--- config.mk ---
export PLATFORM = sky130hd
export DESIGN_NAME = yuv_out_matrix
export DESIGN_NICKNAME = d
export VERILOG_FILES = /design/src/rtl/yuv_mat_pkg.sv /design/src/rtl/yuv_coef_regs.sv /design/src/rtl/yuv_mat_row.sv /design/src/rtl/yuv_out_matrix.sv
export SDC_FILE = /design/constraint.sdc
export NUM_CORES = 2
export LEC_CHECK = 0
export BUFFER_PORTS_ARGS = -buffer_cell sky130_fd_sc_hd__buf_4
export CORE_MARGIN = 2
export CORE_UTILIZATION = 36
export CTS_BUF_LIST = sky130_fd_sc_hd__clkbuf_4 sky130_fd_sc_hd__clkbuf_8
export DETAILED_ROUTE_END_ITERATION = 10
export HOLD_SLACK_MARGIN = 0.06
export SLEW_MARGIN = 20
export SYNTH_ARGS = -nofsm -noshare
export SYNTH_HDL_FRONTEND = slang
export SYNTH_SLANG_ARGS = --single-unit
--- constraint.sdc ---
create_clock -name clk -period 4.5 [get_ports clk]
set_clock_uncertainty 0.1 [all_clocks]
set_input_delay 0.45 -clock clk [delete_from_list [all_inputs] [get_ports clk]]
set_output_delay 0.45 -clock clk [all_outputs]
set_load 0.01 [all_outputs]
--- src/rtl/yuv_mat_pkg.sv ---
package yuv_mat_pkg;
  localparam int PIX_W      = 8;
  localparam int NCH        = 3;
  localparam int COEF_W     = 14;
  localparam int MUL_FRAC   = 10;
  localparam int OFF_FRAC   = 4;
  localparam int ROW_TERMS  = NCH + 1;
  localparam int NCOEF      = NCH * ROW_TERMS;
  localparam int ADDR_W     = 5;

  // Power-up coefficient set, indexed 4*row + column.
  function automatic logic [COEF_W-1:0] coef_default(input int idx);
    logic [COEF_W-1:0] v;
    case (idx)
      0:  v = 14'h0107;
      1:  v = 14'h0204;
      2:  v = 14'h0064;
      3:  v = 14'h0108;
      4:  v = 14'h3f69;
      5:  v = 14'h3ed6;
      6:  v = 14'h01c1;
      7:  v = 14'h0808;
      8:  v = 14'h01c1;
      9:  v = 14'h3e88;
      10: v = 14'h3fb8;
      11: v = 14'h0808;
      default: v = '0;
    endcase
    return v;
  endfunction
endpackage

--- src/rtl/yuv_coef_regs.sv ---
module yuv_coef_regs
  import yuv_mat_pkg::*;
#(
  parameter int P_COEF_W = COEF_W,
  parameter int P_NCOEF  = NCOEF,
  parameter int P_ADDR_W = ADDR_W
) (
  input  logic                              clk,
  input  logic                              rst_n,
  input  logic                              wr_en,
  input  logic [P_ADDR_W-1:0]               wr_addr,
  input  logic [P_COEF_W-1:0]               wr_data,
  output logic [P_NCOEF-1:0][P_COEF_W-1:0]  coef_o,
  output logic                              en_o
);
  localparam logic [P_ADDR_W-1:0] CTRL_ADDR = P_ADDR_W'(P_NCOEF);

  logic [P_NCOEF-1:0][P_COEF_W-1:0] coef_q, coef_d;
  logic                             en_q, en_d;

  always_comb begin
    coef_d = coef_q;
    en_d   = en_q;
    for (int i = 0; i < P_NCOEF; i++) begin
      if (wr_addr == P_ADDR_W'(i)) coef_d[i] = wr_data;
    end
    if (wr_addr == CTRL_ADDR) en_d = wr_data[0];
  end

  always_ff @(posedge clk or negedge rst_n) begin
    if (!rst_n) begin
      for (int i = 0; i < P_NCOEF; i++) coef_q[i] <= P_COEF_W'(coef_default(i));
      en_q <= 1'b0;
    end else if (wr_en) begin
      coef_q <= coef_d;
      en_q   <= en_d;
    end
  end

  assign coef_o = coef_q;
  assign en_o   = en_q;

  AST_BAD_ADDR_IGNORED: assert property (@(posedge clk) disable iff (!rst_n)
    (wr_en && wr_addr > CTRL_ADDR) |=> ($stable(coef_q) && $stable(en_q)));
  AST_CTRL_WRITE: assert property (@(posedge clk) disable iff (!rst_n)
    (wr_en && wr_addr == CTRL_ADDR) |=> (en_q == $past(wr_data[0])));
endmodule

--- src/rtl/yuv_mat_row.sv ---
module yuv_mat_row
  import yuv_mat_pkg::*;
#(
  parameter int P_PIX_W    = PIX_W,
  parameter int P_NIN      = NCH,
  parameter int P_COEF_W   = COEF_W,
  parameter int P_MUL_FRAC = MUL_FRAC,
  parameter int P_OFF_FRAC = OFF_FRAC
) (
  input  logic                             clk,
  input  logic                             rst_n,
  input  logic                             ce_s1,
  input  logic                             ce_s2,
  input  logic [P_NIN-1:0][P_PIX_W-1:0]    pix_i,
  input  logic [P_NIN-1:0][P_COEF_W-1:0]   mul_i,
  input  logic [P_COEF_W-1:0]              off_i,
  output logic [P_PIX_W-1:0]               res_o
);
  localparam int PROD_W  = P_COEF_W + P_PIX_W + 1;
  localparam int SUM_W   = PROD_W + $clog2(P_NIN) + 1;
  localparam int OFF_SH  = P_MUL_FRAC - P_OFF_FRAC;
  localparam int OFF_EXT = SUM_W - P_COEF_W - OFF_SH;
  localparam logic [SUM_W-1:0] HALF = SUM_W'(1) << (P_MUL_FRAC - 1);

  logic [P_NIN-1:0][PROD_W-1:0] prod_d, prod_q;
  logic [P_COEF_W-1:0]          off_q;
  logic [SUM_W-1:0]             sum_d, sum_q, rnd;
  logic                         unused_frac;

  for (genvar t = 0; t < P_NIN; t++) begin : g_term
    logic signed [PROD_W-1:0] m_ext, p_ext;
    assign m_ext     = {{(PROD_W-P_COEF_W){mul_i[t][P_COEF_W-1]}}, mul_i[t]};
    assign p_ext     = {{(PROD_W-P_PIX_W){1'b0}}, pix_i[t]};
    assign prod_d[t] = m_ext * p_ext;
  end

  always_comb begin
    sum_d = {{OFF_EXT{off_q[P_COEF_W-1]}}, off_q, {OFF_SH{1'b0}}};
    for (int t = 0; t < P_NIN; t++) begin
      sum_d = sum_d + {{(SUM_W-PROD_W){prod_q[t][PROD_W-1]}}, prod_q[t]};
    end
  end

  always_ff @(posedge clk or negedge rst_n) begin
    if (!rst_n) begin
      prod_q <= '0;
      off_q  <= '0;
    end else if (ce_s1) begin
      prod_q <= prod_d;
      off_q  <= off_i;
    end
  end

  always_ff @(posedge clk or negedge rst_n) begin
    if (!rst_n)     sum_q <= '0;
    else if (ce_s2) sum_q <= sum_d;
  end

  assign rnd         = sum_q + HALF;
  assign unused_frac = ^rnd[P_MUL_FRAC-1:0];

  always_comb begin
    if (rnd[SUM_W-1])
      res_o = '0;
    else if (|rnd[SUM_W-2:P_MUL_FRAC+P_PIX_W])
      res_o = '1;
    else
      res_o = rnd[P_MUL_FRAC+P_PIX_W-1:P_MUL_FRAC];
  end
endmodule

--- src/rtl/yuv_out_matrix.sv ---
module yuv_out_matrix
  import yuv_mat_pkg::*;
#(
  parameter int P_PIX_W    = PIX_W,
  parameter int P_NCH      = NCH,
  parameter int P_COEF_W   = COEF_W,
  parameter int P_MUL_FRAC = MUL_FRAC,
  parameter int P_OFF_FRAC = OFF_FRAC,
  parameter int P_ADDR_W   = ADDR_W
) (
  input  logic                        clk,
  input  logic                        rst_n,
  input  logic                        cfg_wr,
  input  logic [P_ADDR_W-1:0]         cfg_addr,
  input  logic [P_COEF_W-1:0]         cfg_data,
  input  logic                        in_vld,
  input  logic [P_NCH*P_PIX_W-1:0]    in_pix,
  output logic                        out_vld,
  output logic [P_NCH*P_PIX_W-1:0]    out_pix
);
  localparam int TERMS = P_NCH + 1;
  localparam int NC    = P_NCH * TERMS;
  localparam int BUS_W = P_NCH * P_PIX_W;

  logic [NC-1:0][P_COEF_W-1:0]    coef_w;
  logic                           cfg_en;
  logic [P_NCH-1:0][P_PIX_W-1:0]  in_ch;
  logic [BUS_W-1:0]               mat_res;

  logic             vld_s1, vld_s2, en_s1, en_s2;
  logic [BUS_W-1:0] pix_s1, pix_s2, out_d;

  yuv_coef_regs #(
    .P_COEF_W (P_COEF_W),
    .P_NCOEF  (NC),
    .P_ADDR_W (P_ADDR_W)
  ) u_regs (
    .clk     (clk),
    .rst_n   (rst_n),
    .wr_en   (cfg_wr),
    .wr_addr (cfg_addr),
    .wr_data (cfg_data),
    .coef_o  (coef_w),
    .en_o    (cfg_en)
  );

  for (genvar t = 0; t < P_NCH; t++) begin : g_in
    assign in_ch[t] = in_pix[BUS_W-1-t*P_PIX_W -: P_PIX_W];
  end

  for (genvar c = 0; c < P_NCH; c++) begin : g_row
    logic [P_NCH-1:0][P_COEF_W-1:0] mul_c;
    for (genvar t = 0; t < P_NCH; t++) begin : g_mul
      assign mul_c[t] = coef_w[c*TERMS+t];
    end
    yuv_mat_row #(
      .P_PIX_W    (P_PIX_W),
      .P_NIN      (P_NCH),
      .P_COEF_W   (P_COEF_W),
      .P_MUL_FRAC (P_MUL_FRAC),
      .P_OFF_FRAC (P_OFF_FRAC)
    ) u_row (
      .clk   (clk),
      .rst_n (rst_n),
      .ce_s1 (in_vld),
      .ce_s2 (vld_s1),
      .pix_i (in_ch),
      .mul_i (mul_c),
      .off_i (coef_w[c*TERMS+P_NCH]),
      .res_o (mat_res[BUS_W-1-c*P_PIX_W -: P_PIX_W])
    );
  end

  always_comb begin
    out_d = en_s2 ? mat_res : pix_s2;
  end

  always_ff @(posedge clk or negedge rst_n) begin
    if (!rst_n) begin
      vld_s1  <= 1'b0;
      vld_s2  <= 1'b0;
      out_vld <= 1'b0;
    end else begin
      vld_s1  <= in_vld;
      vld_s2  <= vld_s1;
      out_vld <= vld_s2;
    end
  end

  always_ff @(posedge clk or negedge rst_n) begin
    if (!rst_n) begin
      pix_s1 <= '0;
      en_s1  <= 1'b0;
    end else if (in_vld) begin
      pix_s1 <= in_pix;
      en_s1  <= cfg_en;
    end
  end

  always_ff @(posedge clk or negedge rst_n) begin
    if (!rst_n) begin
      pix_s2 <= '0;
      en_s2  <= 1'b0;
    end else if (vld_s1) begin
      pix_s2 <= pix_s1;
      en_s2  <= en_s1;
    end
  end

  always_ff @(posedge clk or negedge rst_n) begin
    if (!rst_n)      out_pix <= '0;
    else if (vld_s2) out_pix <= out_d;
  end

  // Cycles since reset, so three-deep history is only read once it exists.
  logic [1:0] ast_age;
  always_ff @(posedge clk or negedge rst_n) begin
    if (!rst_n)               ast_age <= 2'd0;
    else if (ast_age != 2'd3) ast_age <= ast_age + 2'd1;
  end

  AST_VLD_DELAY: assert property (@(posedge clk) disable iff (!rst_n)
    (ast_age == 2'd3) |-> (out_vld == $past(in_vld, 3)));
  AST_BYPASS_COPY: assert property (@(posedge clk) disable iff (!rst_n)
    (ast_age == 2'd3 && out_vld && !$past(cfg_en, 3)) |-> (out_pix == $past(in_pix, 3)));
  AST_OUT_HOLD: assert property (@(posedge clk) disable iff (!rst_n)
    !vld_s2 |=> $stable(out_pix));
endmodule

==> summary.txt <==
Outcome
  • Status: finished, violations left
  • Failing checks: negative setup slack

Floorplan
  • FP Rows: 156
  • Core Box Area: 0.180 mm²
  • Die Ht: 429 µm
  • Initial core utilization: 36.1%
  • Full die area: 0.184 mm²
  • Die width: 429 µm
  • IO Count: 72

Yosys
  • Mux cell area share after synthesis: 6.46%
  • Top post-synthesis cells by area: fa_1 27%, dfrtp_1 19%, ha_1 10%, inv_1 8.6%, mux2_2 6.1%
  • Yosys cell types: 86
  • Synth Area in Compound Gates: 8.10%
  • Mapped Area: 0.0651 mm²
  • Synthesized net count: 8345
  • Top-count cell post-synth: inv_1
  • Post-synthesis simple-gate area fraction: 13.5%
  • Post-synth top area cell: fa_1
  • Yosys top cell area share: 27.1%
  • Post-synth EDFFs: 0
  • Asr flop ratio synth: 100%
  • Yosys reg bits: 546
  • Adder-cell share of the synthesized area: 37.4%
  • Synth top cells by count: 1498 x inv_1, 882 x fa_1, 684 x nand2_1
  • Largest family of logic cells by synthesized area: adder cells
  • Xor and xnor area share after synthesis: 3.43%
  • Syn avg cell area: 9.47 µm²
  • Top FF cell, synth: dfrtp_1
  • Post-synthesis sequential area ratio: 21.1%
  • YS warnings: 0
  • Synthesized instance count: 6878

Drt
  • Post-DR vias/cell: 4.86
  • Vias: 49800
  • WL per Instance: 17.3 µm
  • Routed Antenna Nets: 0
  • DR iter-0 viols: 2657
  • DRC viols: 0
  • DR pass1 iterations: 5
  • WL final: 177 mm

Global routing
  • GRT busiest layer: met2
  • Vias in the first global route: 52300
  • Grt ovf: 0
  • Global routing usage on met1: 25.5%
  • Global-route wire length before repair: 282 mm
  • Largest net degree at the start of global routing: 137
  • GRT met2 Usage: 32.9%
  • Met3 GRT Util: 2.24%
  • Initial antenna violation count: 21
  • GRT Total Usage: 19.2%

STA
  • Final period utilization: 107%
  • # setup viols final: 71
  • Period minus WS final: 4820 ps
  • Maximum achievable frequency: 207 MHz
  • Slew HR: 37.4%
  • Final worst slack: -324 ps
  • RSZ-0062 raised after global routing: yes
  • Pins Over Slew Limit: 0
  • Slew @ Worst Pin: 936 ps
  • Hold Vio Cnt, Final: 0
  • Minimum hold slack: 136 ps

Clock network
  • CTS tree: yes
  • Num Clock Sinks: 546
  • Clock insertion delay at the later pin of the skew report: 830 ps
  • Clock slew at reported path FFs: 60 ps
  • Root buf cell: clkbuf_8
  • H-tree levels: 3
  • TritonCTS Buffers: 99
  • Buffer depth of the longest clock path: 3

Worst setup path
  • Req. time, crit path: 5080 ps
  • Setup crit end kind: flop
  • CP Launch Point: u_regs.coef_o[61]
  • Cell depth of the worst flop-to-flop path: 17
  • CP Class: flop to flop
  • CP Max Fanout: 5
  • Worst EP arrival: 5410 ps
  • Reg2reg start: u_regs.coef_o[61]
  • CP startpoint kind: flop

Hold path
  • HP Start: cfg_data[2]
  • HP Class: input port to flop
  • Hold depth: 2

Placement
  • Number of I/O port buffers: 71
  • HPWL Detailed: 138 mm
  • Routability Congestion: 0.863

Run
  • Max cap viols: 0

Cells and area
  • Share of post-route cells with drive strength above 1: 29.1%
  • Synth-to-layout area growth: 25.4%
  • Nets: 9239
  • Post-layout util: 45.3%
==> state kept, by name, indices dropped and copies added, names as in the netlist <==
| name | count |
|---|---|
| pix_s1 | 24 |
| vld_s1 | 1 |
| pix_s2 | 24 |
| out_pix | 24 |
| out_vld | 1 |
| u_regs.coef_o | 168 |
| vld_s2 | 1 |
| g_row.u_row.prod_q | 207 |
| en_s1 | 1 |
| en_s2 | 1 |
| g_row.u_row.off_q | 42 |
| u_regs.en_o | 1 |
| g_row.u_row.sum_q | 51 |
==> routing by layer <==
metal	wire length (µm)	up-vias
met2	87200	877
met3	6420	246
li1	-	23400
met5	7	-
met4	4790	2
met1	78800	25200
==> placed cells by master, fill, tap and decap left out, types with 63 or more instances in the layout <==
cell and n:
nor2_1 134, a21o_1 99, xor2_1 82, ha_1 436, clkbuf_8 126, inv_2 70, nand2_2 66, buf_6 63
fa_1 843, nand3_1 64, dfrtp_1 455, o21ai_0 128, buf_4 925, inv_1 1428, ha_4 91, mux2_2 340
xnor2_1 152, and2_1 537, a21oi_1 119, nand2_1 593
==> cell type report <==
class                           count  area (µm²)
Fill cell                       17000       98700
Multi-Input combinational cell   4594       48500
Sequential cell                   546       13800
Timing Repair Buffer             1032        8400
Inverter                         1499        5630
Tap cell                         2370        2970
Clock buffer                      157        1970
Clock inverter                     30         344
Antenna cell                       18        45.0
==> metrics by stage <==
step,instances,TNS (ps),instance area (µm²),worst slack [ps]
detailed placement,9880,-49500,75300,-668
floorplan,6878,-2760,66900,-244
global route,10200,-25450,81600,-508
CTS,10200,-10580,79300,-358
finish,10200,-10490,81700,-324
global placement,9880,-43820,75300,-578
==> cell families (layout without fill, tap and decap cells) <==
kind of cell    count (synthesis)  in the layout
compound gates                795            795
xor+xnor                      255            255
fa+ha+maj                    1420           1420
buf+inv                      1738           2718
flops                         546            546
mux                           376            376
other cells                     0             18
simple gates                 1748           1748
==> final timing paths <==
| kind | to | slack, ps |
|---|---|---|
| setup / recovery | g_row[1].u_row.prod_q[18] | -320 |
| hold / removal | u_regs.coef_o[2] | 140 |
| setup reg to reg | g_row[1].u_row.prod_q[18] | -320 |
| hold reg to reg | g_row[2].u_row.off_q[13] | 370 |
| max in group asynchronous | u_regs.coef_o[22] | 2830 |
| min in group asynchronous | g_row[2].u_row.prod_q[13] | 200 |
==> timing repair <==
item | CTS | global route
hold endpoints to repair | 106 | 0
setup buffers | 84 | 80
hold buffers | 11 | 0
endpoints found under the setup margin | 108 | 136
pin swaps | 215 | 318
gates resized for setup | 241 | 409
==> worst max-delay path, cell delays in order, from the launching register on <==
cell and delay, ps:
dfstp_2 600, nand2_4 70, fa_1 550, inv_1 60, fa_1 460, ha_1 300
inv_2 40, fa_1 480, inv_2 50, fa_2 380, a21o_1 190, a21oi_4 160
o21bai_4 100, a2111oi_4 430, o31ai_4 130, a211oi_2 220, xnor2_1 120, mux2_2 270
Power is left out: the tool's default activity adds up to more than one toggle a clock period on the data nets, which glitch-free logic cannot reach.
